**src/rtl/spi_baud_pkg.sv**
```systemverilog
package spi_baud_pkg;

   // Prescaler divide value for a select code.
   function automatic int unsigned pre_div(input int unsigned sel);
      case (sel)
         0: pre_div = 2;
         1: pre_div = 3;
         2: pre_div = 5;
         default: pre_div = 7;
      endcase
   endfunction

   // Scaler divide value: linear steps for the low codes, powers of two above.
   function automatic int unsigned scl_div(input int unsigned sel);
      if (sel < 4) scl_div = 2 * (sel + 1);
      else         scl_div = 32'd1 << sel;
   endfunction

endpackage

```
**src/rtl/spi_baud_cfg.sv**
```systemverilog
module spi_baud_cfg
   import spi_baud_pkg::*;
#(
   parameter int PSEL_W = 2,
   parameter int SSEL_W = 4,
   parameter int CNT_W  = 18
) (
   input  logic              clk,
   input  logic              rst_n,
   input  logic              en,
   input  logic [PSEL_W-1:0] pre_sel,
   input  logic [SSEL_W-1:0] scl_sel,
   input  logic              dbl_rate,
   output logic [PSEL_W-1:0] cap_pre,
   output logic [SSEL_W-1:0] cap_scl,
   output logic              cap_dbl,
   output logic [CNT_W-1:0]  act_len,
   output logic [CNT_W-1:0]  idle_len,
   output logic [CNT_W-1:0]  dly_len
);

   logic [CNT_W-1:0] full_div;
   logic [CNT_W-1:0] per_len;

   // Fields track the inputs while disabled and freeze while enabled.
   always_ff @(posedge clk or negedge rst_n) begin
      if (!rst_n) begin
         cap_pre <= '0;
         cap_scl <= '0;
         cap_dbl <= 1'b0;
      end else if (!en) begin
         cap_pre <= pre_sel;
         cap_scl <= scl_sel;
         cap_dbl <= dbl_rate;
      end
   end

   // Phase lengths come from frozen fields, so this path is static while running.
   always_comb begin
      full_div = CNT_W'(pre_div(32'(cap_pre)) * scl_div(32'(cap_scl)));
      per_len  = cap_dbl ? (full_div >> 1) : full_div;
      act_len  = per_len >> 1;
      idle_len = per_len - act_len;
      dly_len  = full_div;
   end

endmodule

```
**src/rtl/spi_baud_sck.sv**
```systemverilog
module spi_baud_sck #(
   parameter int   CNT_W    = 18,
   parameter logic IDLE_LVL = 1'b0
) (
   input  logic             clk,
   input  logic             rst_n,
   input  logic             active,
   input  logic [CNT_W-1:0] act_len,
   input  logic [CNT_W-1:0] idle_len,
   output logic             sck,
   output logic             lead_stb,
   output logic             trail_stb
);

   logic [CNT_W-1:0] cnt;
   logic [CNT_W-1:0] cnt_nx;
   logic [CNT_W-1:0] ph_len;
   logic             in_act;

   assign cnt_nx = cnt + 1'b1;
   assign ph_len = in_act ? act_len : idle_len;

   always_ff @(posedge clk or negedge rst_n) begin
      if (!rst_n) begin
         cnt       <= '0;
         in_act    <= 1'b0;
         lead_stb  <= 1'b0;
         trail_stb <= 1'b0;
      end else if (!active) begin
         cnt       <= '0;
         in_act    <= 1'b0;
         lead_stb  <= 1'b0;
         trail_stb <= 1'b0;
      end else if (cnt_nx == ph_len) begin
         cnt       <= '0;
         in_act    <= ~in_act;
         lead_stb  <= ~in_act;
         trail_stb <= in_act;
      end else begin
         cnt       <= cnt_nx;
         lead_stb  <= 1'b0;
         trail_stb <= 1'b0;
      end
   end

   // Output polarity is fixed at elaboration.
   if (IDLE_LVL) begin : g_idle_high
      assign sck = ~in_act;
   end else begin : g_idle_low
      assign sck = in_act;
   end

endmodule

```
**src/rtl/spi_baud_dly.sv**
```systemverilog
module spi_baud_dly #(
   parameter int CNT_W = 18
) (
   input  logic             clk,
   input  logic             rst_n,
   input  logic             en,
   input  logic [CNT_W-1:0] dly_len,
   output logic             dly_tick
);

   logic [CNT_W-1:0] cnt;
   logic [CNT_W-1:0] cnt_nx;

   assign cnt_nx = cnt + 1'b1;

   always_ff @(posedge clk or negedge rst_n) begin
      if (!rst_n) begin
         cnt      <= '0;
         dly_tick <= 1'b0;
      end else if (!en) begin
         cnt      <= '0;
         dly_tick <= 1'b0;
      end else if (cnt_nx == dly_len) begin
         cnt      <= '0;
         dly_tick <= 1'b1;
      end else begin
         cnt      <= cnt_nx;
         dly_tick <= 1'b0;
      end
   end

endmodule

```
**src/rtl/spi_baud_gen.sv**
```systemverilog
module spi_baud_gen #(
   parameter int   PSEL_W   = 2,
   parameter int   SSEL_W   = 4,
   parameter int   CNT_W    = 18,
   parameter logic IDLE_LVL = 1'b0
) (
   input  logic              clk,
   input  logic              rst_n,
   input  logic              en,
   input  logic              run,
   input  logic [PSEL_W-1:0] pre_sel,
   input  logic [SSEL_W-1:0] scl_sel,
   input  logic              dbl_rate,
   output logic              sck,
   output logic              lead_stb,
   output logic              trail_stb,
   output logic              dly_tick
);

   localparam longint MAX_SCL = (SSEL_W > 2) ? (64'd1 << ((1 << SSEL_W) - 1))
                                             : 64'(2 * (1 << SSEL_W));
   localparam longint MAX_DIV = 7 * MAX_SCL;

   if (PSEL_W != 2) begin : g_bad_psel
      $error("spi_baud_gen: PSEL_W must be 2");
   end
   if (SSEL_W < 1 || SSEL_W > 4) begin : g_bad_ssel
      $error("spi_baud_gen: SSEL_W must lie in 1..4");
   end
   if (MAX_DIV >= (64'd1 << CNT_W)) begin : g_bad_cnt
      $error("spi_baud_gen: CNT_W too narrow for the largest division");
   end

   logic              active;
   logic [PSEL_W-1:0] cap_pre;
   logic [SSEL_W-1:0] cap_scl;
   logic              cap_dbl;
   logic [CNT_W-1:0]  act_len;
   logic [CNT_W-1:0]  idle_len;
   logic [CNT_W-1:0]  dly_len;

   assign active = en & run;

   spi_baud_cfg #(
      .PSEL_W (PSEL_W),
      .SSEL_W (SSEL_W),
      .CNT_W  (CNT_W)
   ) u_cfg (
      .clk      (clk),
      .rst_n    (rst_n),
      .en       (en),
      .pre_sel  (pre_sel),
      .scl_sel  (scl_sel),
      .dbl_rate (dbl_rate),
      .cap_pre  (cap_pre),
      .cap_scl  (cap_scl),
      .cap_dbl  (cap_dbl),
      .act_len  (act_len),
      .idle_len (idle_len),
      .dly_len  (dly_len)
   );

   spi_baud_sck #(
      .CNT_W    (CNT_W),
      .IDLE_LVL (IDLE_LVL)
   ) u_sck (
      .clk       (clk),
      .rst_n     (rst_n),
      .active    (active),
      .act_len   (act_len),
      .idle_len  (idle_len),
      .sck       (sck),
      .lead_stb  (lead_stb),
      .trail_stb (trail_stb)
   );

   spi_baud_dly #(
      .CNT_W (CNT_W)
   ) u_dly (
      .clk      (clk),
      .rst_n    (rst_n),
      .en       (en),
      .dly_len  (dly_len),
      .dly_tick (dly_tick)
   );

endmodule

```
**config.mk**
```make
export PLATFORM = sky130hd
export DESIGN_NAME = spi_baud_gen
export DESIGN_NICKNAME = d
export VERILOG_FILES = /design/src/rtl/spi_baud_pkg.sv /design/src/rtl/spi_baud_cfg.sv /design/src/rtl/spi_baud_sck.sv /design/src/rtl/spi_baud_dly.sv /design/src/rtl/spi_baud_gen.sv
export SDC_FILE = /design/constraint.sdc
export NUM_CORES = 1
export LEC_CHECK = 0
export BUFFER_PORTS_ARGS = -buffer_cell sky130_fd_sc_hd__buf_2
export CORE_MARGIN = 5
export CORE_UTILIZATION = 55
export DETAILED_ROUTE_END_ITERATION = 6
export PLACE_DENSITY = 0.78
export SYNTH_ARGS = -nofsm -noshare
export SYNTH_HDL_FRONTEND = slang
export SYNTH_HIERARCHICAL = 1
export SYNTH_SLANG_ARGS = --single-unit
```
**constraint.sdc**
```tcl
create_clock -name clk -period 10.9 [get_ports clk]
set_input_delay 2.18 -clock clk [delete_from_list [all_inputs] [get_ports clk]]
set_output_delay 2.18 -clock clk [all_outputs]
set_load 0.05 [all_outputs]
```
======== After elaboration in Yosys (flattened, before gate mapping) ========
Cells that the tools add are included.
word-level totals
  output and inout port bits .............. 4
  register bits after elaboration ......... 47
operators by class
  shifts and indexed selects .............. 1
  $mul .................................... 1
  equality and inequality tests ........... 5
  mux-type cells .......................... 16
  reductions and logical operators ........ 1
  magnitude comparators ................... 1
  bitwise logic cells ..................... 2
  $add $sub $neg .......................... 4
operators with widths
  operator               number
  $mux 18                6
  $add 18x1->18 const B  2
  $eq 18x18->1           2
  $mul 3x32->18          1
  $mux 32                1
  $shl 1x4->32 const A   1
  $sub 18x17->18         1
  $pmux 3 s3             1
  $mux 1                 8
  $add 4x1->5 const B    1
  $lt 4x3->1 const B     1
  $eq 2x1->1 const B     1
  $eq 2x2->1 const B     1
  $logic_not 2->1        1
  $ne 2x2->1 const B     1
  $and 1x1->1            1
  $not 1->1              1

======== Logic depth before layout (Yosys ltp) ========
Gate-level depths: netlist of the first run.
  depth after elaboration ................. 9
  depth in mapped cells ................... 35
  depth with buffers taken out ............ 33

======== Modules after synthesis ========
The synthesis of the first run kept the hierarchy.
modules (own cells, without submodules)
  module        cells each  area each (um2)  times used
  spi_baud_cfg  377         2,927.8          1
  spi_baud_sck  176         1,719.1          1
  spi_baud_dly  161         1,471.4          1
  spi_baud_gen  1           6.3              1

======== Least setup slack after synthesis of the first run ========
OpenSTA, ideal clock, no wires.
  path type ............................... register to register
  from .................................... reg u_cfg.cap_scl[2]
  to ...................................... reg u_sck.cnt[4]
  setup time .............................. 0.130 ns
  buffers on the path ..................... 2
  data required time ...................... 10.770 ns
  arrival time ............................ 6.967 ns
  setup slack ............................. 3.803 ns
  clock period less this slack ............ 7.097 ns
  stages on the path, launching flop included .. 34
  cell sequence ........................... dfrtp_1 -> clkbuf_1 -> inv_1 -> ha_1 -> nor2_1 -> a21oi_1 -> nor2_1 -> nand2_1 -> fa_1 -> inv_1 -> fa_1 -> a211oi_2 -> o21ai_2 -> a2111oi_4 -> nor2_1 -> nor2_1 -> o21bai_1 -> a21oi_1 -> xnor2_1 -> mux2i_1 -> ha_1 -> or3_1 -> a311o_1 -> a41o_1 -> maj3_2 -> a21oi_1 -> xnor2_1 -> mux2i_1 -> xor2_1 -> xnor2_1 -> nand3_1 -> o41ai_4 -> buf_6 -> nor2_2
between the ends
  longest elaborated chain between the ends .. 9
  elaborated cells on any way between the ends .. 11
RTL lines
  what                                       RTL line            source
  start, declared                            spi_baud_cfg.sv:15  output logic [SSEL_W-1:0] cap_scl,
  start signal, assigned                     spi_baud_cfg.sv:33  cap_scl <= scl_sel;
  $add 4x1->5, or another cell as far along  spi_baud_pkg.sv:15  if (sel < 4) scl_div = 2 * (sel + 1);
  $mux 32 (*)                                spi_baud_pkg.sv:15
  $mul 3x32->18 (*)                          spi_baud_cfg.sv:40  full_div = CNT_W'(pre_div(32'(cap_pre)) * scl_div(32'(cap_scl)));
  net dly_len[14]                            spi_baud_gen.sv:40  logic [CNT_W-1:0] dly_len;
  $mux 18 (*)                                spi_baud_cfg.sv:41  per_len = cap_dbl ? (full_div >> 1) : full_div;
  $sub 18x17->18 (*)                         spi_baud_cfg.sv:43  idle_len = per_len - act_len;
  net idle_len[17]                           spi_baud_gen.sv:39  logic [CNT_W-1:0] idle_len;
  $mux 18 (*)                                spi_baud_sck.sv:21  assign ph_len = in_act ? act_len : idle_len;
  $eq 18x18->1 (*)                           spi_baud_sck.sv:34  end else if (cnt_nx == ph_len) begin
  $mux 18 (*)                                spi_baud_sck.sv:34
  $mux 18 (*)                                spi_baud_sck.sv:29  end else if (!active) begin
  end signal, assigned                       spi_baud_sck.sv:40  cnt <= cnt_nx;
  end, declared                              spi_baud_sck.sv:15  logic [CNT_W-1:0] cnt;
The timed path passes the listed nets; every way through them passes the cells marked *.
A chain may end at the register's enable or synchronous reset.

======== Worst setup path in the final report of the first run ========
  from .................................... reg u_cfg.cap_scl[2]
  to ...................................... reg u_sck.cnt[17]
Same word-level chain as after synthesis.

==> flow_summary_export.csv, run 1 <==
group,metric,value,unit
route,drtAntennaViolNets,0,
cells_and_area,most-common-layout-cells,"73 x nor2_1, 61 x xnor2_1, 51 x inv_1",
worst_setup_path,cpMostUsedCell,"nor2_1",
worst_setup_path,r2r-start,"u_cfg/cap_scl[2]",
floorplan,core-area,10890,sq um
cts,clk_pin_slew_worst_paths,100,ps
worst_setup_path,cp_max_fo,16,
synth,yosysSeqAreaShare,19.20,%
synth,syn-cell-area,6125,sq um
placed_design,dp.final_hpwl,11.57,mm
hold_path,worstHoldPathCells,1,
worst_setup_path,worst_ep_arrival_time,7960,ps
floorplan,dieArea,13350,sq um
synth,syn_inst,715,
synth,yosys.area_share.xor_xnor,13.34,%
cells_and_area,area_growth,3.514,%
sta,fmax,0.1289,GHz
worst_setup_path,startpoint,"u_cfg/cap_scl[2]",
flow_run,max_cap_viol_count,0,
sta,setup_viol,0,
placed_design,place_congestion,0.9613,
synth,synth-compound-area-share,14.12,%
worst_setup_path,r2r-end,"u_sck/cnt[17]",
route,drt_iter0_drc,486,
sta,skew,11.46,ps
cts,cts_buffers,5,
sta,hold_viol,0,
synth,async_flop_share,100.0,%
synth,yosysTopAreaCell,"dfrtp_1",
outcome,status,"complete, no violations",
power,cellPowerDensity,136.6,nW/um^2
synth,synth_simple_gate_area_share,26.70,%
cells_and_area,fill_cells,968,
cells_and_area,final_common_cell,"nor2_1",
worst_setup_path,path_class,"flop to flop",
cts,ctsHtreeMaxLevel,2,
worst_setup_path,cp-endpoint,"u_sck/cnt[17]",
power,power.total,0.8659,mW
worst_setup_path,cp_slowest_cell,"dfrtp_1",
synth,yosys_warnings,6,
sta,rsz0062_at_grt,"false",
route,vias,5225,
global_route,grt_overflow,0,
power,peakVddDrop,0.1241,mV
cells_and_area,final_cell_count_no_fill,857,
worst_setup_path,ff2ff_path_depth,32,
route,routedWlPerCell,16.70,microns
cts,ctsHoldBuffers,0,
cts,insertion_delay,320,ps
placed_design,portBuffers,14,
cells_and_area,n_antenna_cell,0,
route,routed_via_density,6.097,
worst_setup_path,r2r_slack,3140,ps
cells_and_area,final_util,58.23,%
cts,cts_resized,0,
sta,layout_min_cycle_time,7759,ps
synth,synth_edf_count,0,
synth,synth.avg_cell_area,8.566,sq um
global_route,grt_pass1_wl,24.72,mm
synth,synthMuxAreaShare,7.191,%
synth,yosys_register_bits,47,
cts,cts_buffer_depth,2,
cells_and_area,post-route-cell-area,6340,sq um
worst_setup_path,crit_path_start_kind,"flop",
worst_setup_path,end_kind,"flop",
floorplan,ios,15,
floorplan,start_util,56.25,%
floorplan,rows,38,
placed_design,placed_cells,850,
sta,final_max_slew_viol_count,0,
worst_setup_path,cp.required,11100,ps
synth,ys_top_cells_by_area,"dfrtp_1 19%, xnor2_1 8.7%, ha_1 8.4%, fa_1 5.2%, nor2_1 4.5%",
cts,post-cts-setup-buffers,0,
floorplan,die_x,115.5,microns
cts,clock_sinks,47,
global_route,antenna_found_initial,0,
sta,slew_headroom,27.81,%
synth,yosysTopAreaCellShare,19.20,%
global_route,grt_pass1_vias,5209,
global_route,groute.usage.overall,22.63,%
synth,synth_flop_cell,"dfrtp_1",
cells_and_area,fin_nets,785,
cts,cts-root-buf,"clkbuf_8",
synth,netlist-cell-type-count,83,
placed_design,dpl_cell_area,6257,sq um
sta,finalCritPeriodShare,71.18,%
worst_setup_path,max_stage_delay,540,ps
sta,fin_tns_setup,0,ps
route,dr.pass1.iters,5,
cts,tritoncts,"done",
hold_path,holdCritPathClass,"flop to flop",
floorplan,dieHeight,115.5,microns
route,wl,14.32,mm
power,p_leak,2.779,nW
synth,synth_top_family_by_area,"simple AND/OR/NAND/NOR gates",
sta,worst_pin_slew,1083,ps
cells_and_area,final_layout_size_suffix_gt1_share,11.58,%
synth,yosys.area_share.adder,13.79,%
global_route,grt_max_degree,48,
route,drc,0,
Yosys cell counts (9+ instances only):
master / number
nor4_1: 15
ha_1: 41
o21ai_0: 15
nand2b_1: 11
nand4_1: 19
and2_1: 19
inv_1: 51
fa_1: 16
a21oi_1: 23
mux2i_1: 26
and3_1: 13
buf_2: 9
nor3_1: 16
xnor2_1: 61
mux2_2: 16
nand2_1: 39
nand3_1: 29
xor2_1: 22
nor2b_1: 9
nor2_1: 73
nor2_2: 11
o21a_1: 9
dfrtp_1: 47
worst max-delay path: cells and delay by family (launching register included):
kind,cells,cell delay [ps]
multiplexers,2,270
AND/OR/NAND/NOR,8,1240
adder cells (fa/ha/maj),5,1880
AO/OA/AOI/OAI,10,2310
XOR/XNOR,4,860
buffers and inverters,3,550
flip-flops,1,540
per-stage QoR:
| step | hold WS, ps | setup WS (ps) |
|---|---|---|
| CTS | 533.9 | 3207 |
| global route | 601.7 | 2513 |
| detailed placement | 520.5 | 3258 |
| finish | 533.9 | 3141 |
| global placement | 509.4 | 3504 |
| floorplan | 477.9 | 3803 |
flip-flops by register name, summed over array words and instances (netlist names):
signal / flops
u_dly/cnt: 18
u_sck/cnt: 18
u_cfg/cap_scl: 4
u_cfg/cap_pre: 2
u_cfg/cap_dbl: 1
u_dly/dly_tick: 1
u_sck/lead_stb: 1
u_sck/sck: 1
u_sck/trail_stb: 1
report_power, final:
group | internal (mW) | switching (mW) | leakage (nW) | total (mW)
registers | 0.179 | 0.00981 | 0.637 | 0.188
logic | 0.253 | 0.317 | 2.10 | 0.570
clock network | 0.0440 | 0.0635 | 0.0440 | 0.108
metal layers:
| metal | track usage [%] | up-vias | wire length (microns) |
|---|---|---|---|
| met1 | 29.59 | 2525 | 6501 |
| met2 | 39.58 | 147 | 6930 |
| met3 | 2.872 | 23 | 644 |
| li1 | - | 2530 | - |
| met4 | 5.869 | 0 | 238 |
| met5 | 0 | - | 0 |
worst min-delay path by stage:
| stage | startpoint | to | slack [ps] |
|---|---|---|---|
| 6_report | u_dly/cnt[0] | u_dly/cnt[0] | 530 |
| 5_1_grt | u_dly/cnt[0] | u_dly/cnt[0] | 600 |
| 4_1_cts | u_dly/cnt[0] | u_dly/cnt[0] | 530 |
| 3_5_place_dp | u_dly/cnt[0] | u_dly/cnt[0] | 520 |
| 3_3_place_gp | u_dly/cnt[0] | u_dly/cnt[0] | 510 |
| 2_1_floorplan | u_dly/cnt[0] | u_dly/cnt[0] | 480 |
kinds of logic after synthesis:
kind of cell / count (synthesis)
xor gates and xnor gates: 87
other: 1
AOI/OAI and AO/OA: 112
and+or+nand+nor: 290
adders and majority gates: 58
DFF: 47
muxes: 42
buffers and inverters: 78
cell type report:
type                    instances  area (sq um)  share of cell area, %
multi-input cells             593          4617                  72.82
flip-flops and latches         47          1176                  18.55
inverters                      55         211.5                  3.335
repair buffers                 15         77.57                  1.224
clock inverters                 2         13.76                 0.2171
well taps                     140         175.2                  2.763
clock buffers                   5         68.82                  1.085
No activity file was read; power rests on OpenSTA's default activity.
==> run 2: changes to the inputs <==
Settings changed: ABC_AREA from default to 1, PLACE_DENSITY 0.78 to 0.8.
Clock period 10.9 ns to 6.5 ns, I/O delays scaled along.
==> run 2 against run 1 <==
Core utilization is 1.1 points higher. Critical path depth fell by 2. Routed wire length up 11%. Area after synthesis increased by 6.3%. Register-to-register slack got worse by 2600 ps. Count of clock-buffer cells in the layout is the same. Die area is 5.8% higher. Critical endpoint is now u_sck/cnt[1].
==> flow_summary_export.csv, run 2 <==
group,metric,value,unit
synth,netlist-cell-type-count,46,
route,drtAntennaViolNets,0,
synth,yosysTopAreaCellShare,19.42,%
sta,fin_tns_setup,0,ps
cells_and_area,fin_nets,1151,
placed_design,dp_slack,611.9,ps
global_route,grt_pass1_wl,27.32,mm
sta,slew_headroom,56.11,%
power,peakVddDrop,0.1090,mV
worst_setup_path,max_stage_delay,520,ps
worst_setup_path,path_class,"flop to flop",
power,cellPowerDensity,192.9,nW/um^2
sta,worst_pin_slew,658.4,ps
sta,setup_viol,0,
cells_and_area,final_util,59.35,%
global_route,antenna_found_initial,0,
worst_setup_path,end_kind,"flop",
route,routedWlPerCell,12.97,microns
floorplan,ios,15,
worst_setup_path,crit_buf_inv,6,
placed_design,placed_cells,1219,
cts,cts-root-buf,"clkbuf_16",
power,p_sw,0.6098,mW
sta,fin_ws,556.2,ps
worst_setup_path,crit_family,"simple AND/OR/NAND/NOR gates",
hold_path,worstHoldPathCells,1,
cells_and_area,final_cell_count_no_fill,1227,
hold_path,hold_start,"u_sck/cnt[0]",
synth,ys_top_cells_by_area,"nand2_1 19%, dfrtp_1 18%, inv_1 11%, ha_1 7.9%, nand3_1 7.2%",
cts,insertion_delay,300,ps
cells_and_area,final_layout_size_suffix_gt1_share,8.856,%
sta,layout_min_cycle_time,5944,ps
cts,clock_sinks,47,
cts,cts_buffers,5,
power,p_int,0.7088,mW
cells_and_area,final_common_cell,"nand2_1",
cells_and_area,area_growth,4.957,%
synth,synth_most_common_cell,"nand2_1",
global_route,grt_pass1_vias,5825,
route,drc,0,
flow_run,max_cap_viol_count,0,
route,wl,15.91,mm
worst_setup_path,r2r-end,"u_sck/cnt[1]",
placed_design,portBuffers,14,
floorplan,die_x,118.8,microns
floorplan,rows,39,
hold_path,whs_endpoint,"u_sck/cnt[0]",
floorplan,core-area,11520,sq um
power,seq_power_share,23.6,%
route,dr.pass1.iters,6,
cts,cts_buffer_depth,2,
placed_design,dp.final_hpwl,12.73,mm
sta,final_max_slew_viol_count,0,
worst_setup_path,cpMostUsedCell,"inv_1",
worst_setup_path,ff2ff_path_depth,30,
worst_setup_path,worst_ep_arrival_time,6130,ps
route,routed_via_density,5.218,
sta,fmax,0.1682,GHz
outcome,status,"complete, no violations",
power,p_leak,3.730,nW
hold_path,holdCritPathClass,"flop to flop",
synth,yosys_register_bits,47,
route,vias,6403,
floorplan,dieArea,14120,sq um
synth,syn_inst,1071,
synth,yosysSeqAreaShare,18.06,%
power,switching_share,46.25,%
sta,skew,6.421,ps
route,drt_iter0_drc,590,
cts,post-cts-setup-buffers,0,
worst_setup_path,cp_slowest_cell,"fa_1",
cts,ctsHtreeMaxLevel,2,
synth,synth.avg_cell_area,6.081,sq um
power,combinationalPowerShare,56.1,%
sta,rsz0062_at_grt,"false",
floorplan,start_util,56.55,%
worst_setup_path,r2r_slack,560,ps
global_route,grt_overflow,0,
synth,synth_edf_count,0,
sta,hold_viol,0,
synth,synth_flop_cell,"dfrtp_1",
worst_setup_path,cp_max_fo,18,
synth,yosysTopAreaCell,"nand2_1",
synth,async_flop_share,100.0,%
synth,yosys_warnings,6,
cells_and_area,biggestRegsByFlops,"u_dly/cnt: 18 flops, u_sck/cnt: 18 flops, u_cfg/cap_scl: 4 flops",
worst_setup_path,r2r-start,"u_cfg/cap_pre[1]",
cts,tritoncts,"done",
global_route,groute.usage.overall,23.09,%
power,power_frac_clock,20.3,%
global_route,grt_max_degree,48,
cells_and_area,n_antenna_cell,0,
cells_and_area,most-common-layout-cells,"337 x nand2_1, 188 x inv_1, 101 x nor2_1",
synth,syn-cell-area,6512,sq um
worst_setup_path,crit_path_start_kind,"flop",
floorplan,dieHeight,118.8,microns
placed_design,place_congestion,0.9149,
synth,synth_commonest_cells,"337 x nand2_1, 188 x inv_1, 101 x nor2_1",
worst_setup_path,cp.required,6690,ps
sta,finalCritPeriodShare,91.44,%
cts,clk_pin_slew_worst_paths,70,ps
run 2: power groups by stage:
stage / sequential (mW) / clock, mW / combinational [mW]
after floorplan: 0.311 / 0 / 0.590
after global placement: 0.316 / 0 / 0.718
after detailed placement: 0.316 / 0 / 0.729
after CTS: 0.311 / 0.273 / 0.732
after global routing: 0.312 / 0.285 / 0.847
final: 0.311 / 0.268 / 0.740
run 2: worst register-to-register path: cells and delay by family (launching register included):
kind | cells | cell delay [ps]
flops | 1 | 500
xor+xnor | 2 | 330
compound gates | 4 | 690
mux | 1 | 130
buf+inv | 6 | 820
simple gates | 14 | 2010
fa+ha+maj | 3 | 1360
run 2: logic make-up after synthesis:
kind of cell	Yosys count	synth area share, %
xor gates and xnor gates	26	3.708
muxes	3	0.4803
buffers and inverters	208	12.78
other	1	0.05758
adders and majority gates	57	12.80
AOI/OAI and AO/OA	103	9.337
DFF	47	18.06
and+or+nand+nor	626	42.79
run 2: area by class of cell:
type,instances,area (sq um)
clock buffer,5,125.1
sequential,47,1176
timing repair buffer,18,100.1
tap,143,178.9
fill,1139,4681
multi-input combinational,819,4516
inverter,192,720.7
clock inverter,3,18.77
run 2: per-layer routing:
layer	wire (microns)	share of wire (%)	up-vias	GRT usage, %
met5	0	0	-	0
met4	385	2.4	0	6.879
met3	659	4.1	29	2.512
met2	7573	48	161	39.04
met1	7291	46	2854	31.29
li1	-	-	3359	-
run 2: worst max-delay path by stage:
stage                           from       endpoint  slack [ps]  cells after the start
detailed placement  u_cfg/cap_pre[1]   u_sck/cnt[1]         610                     30
global route        u_cfg/cap_pre[1]  u_sck/cnt[10]          20                     32
floorplan           u_cfg/cap_scl[0]  u_sck/cnt[10]        1240                     31
global placement    u_cfg/cap_pre[1]   u_sck/cnt[0]         660                     30
finish              u_cfg/cap_pre[1]   u_sck/cnt[1]         560                     30
CTS                 u_cfg/cap_pre[1]   u_sck/cnt[0]         580                     30
run 2: what timing repair did:
| item | in CTS | in global routing |
|---|---|---|
| gates resized for setup | 0 | 2 |
| hold buffers | 0 | 0 |
| setup endpoints to repair | 0 | 18 |
run 2: per-stage QoR:
stage	cell area (sq um)	hold slack [ps]	power [mW]
floorplan	6524	471.2	0.9007
global placement	6691	518.6	1.034
detailed placement	6691	519.0	1.045
CTS	6835	533.4	1.315
global route	6835	582.2	1.445
finish	6835	535.4	1.319
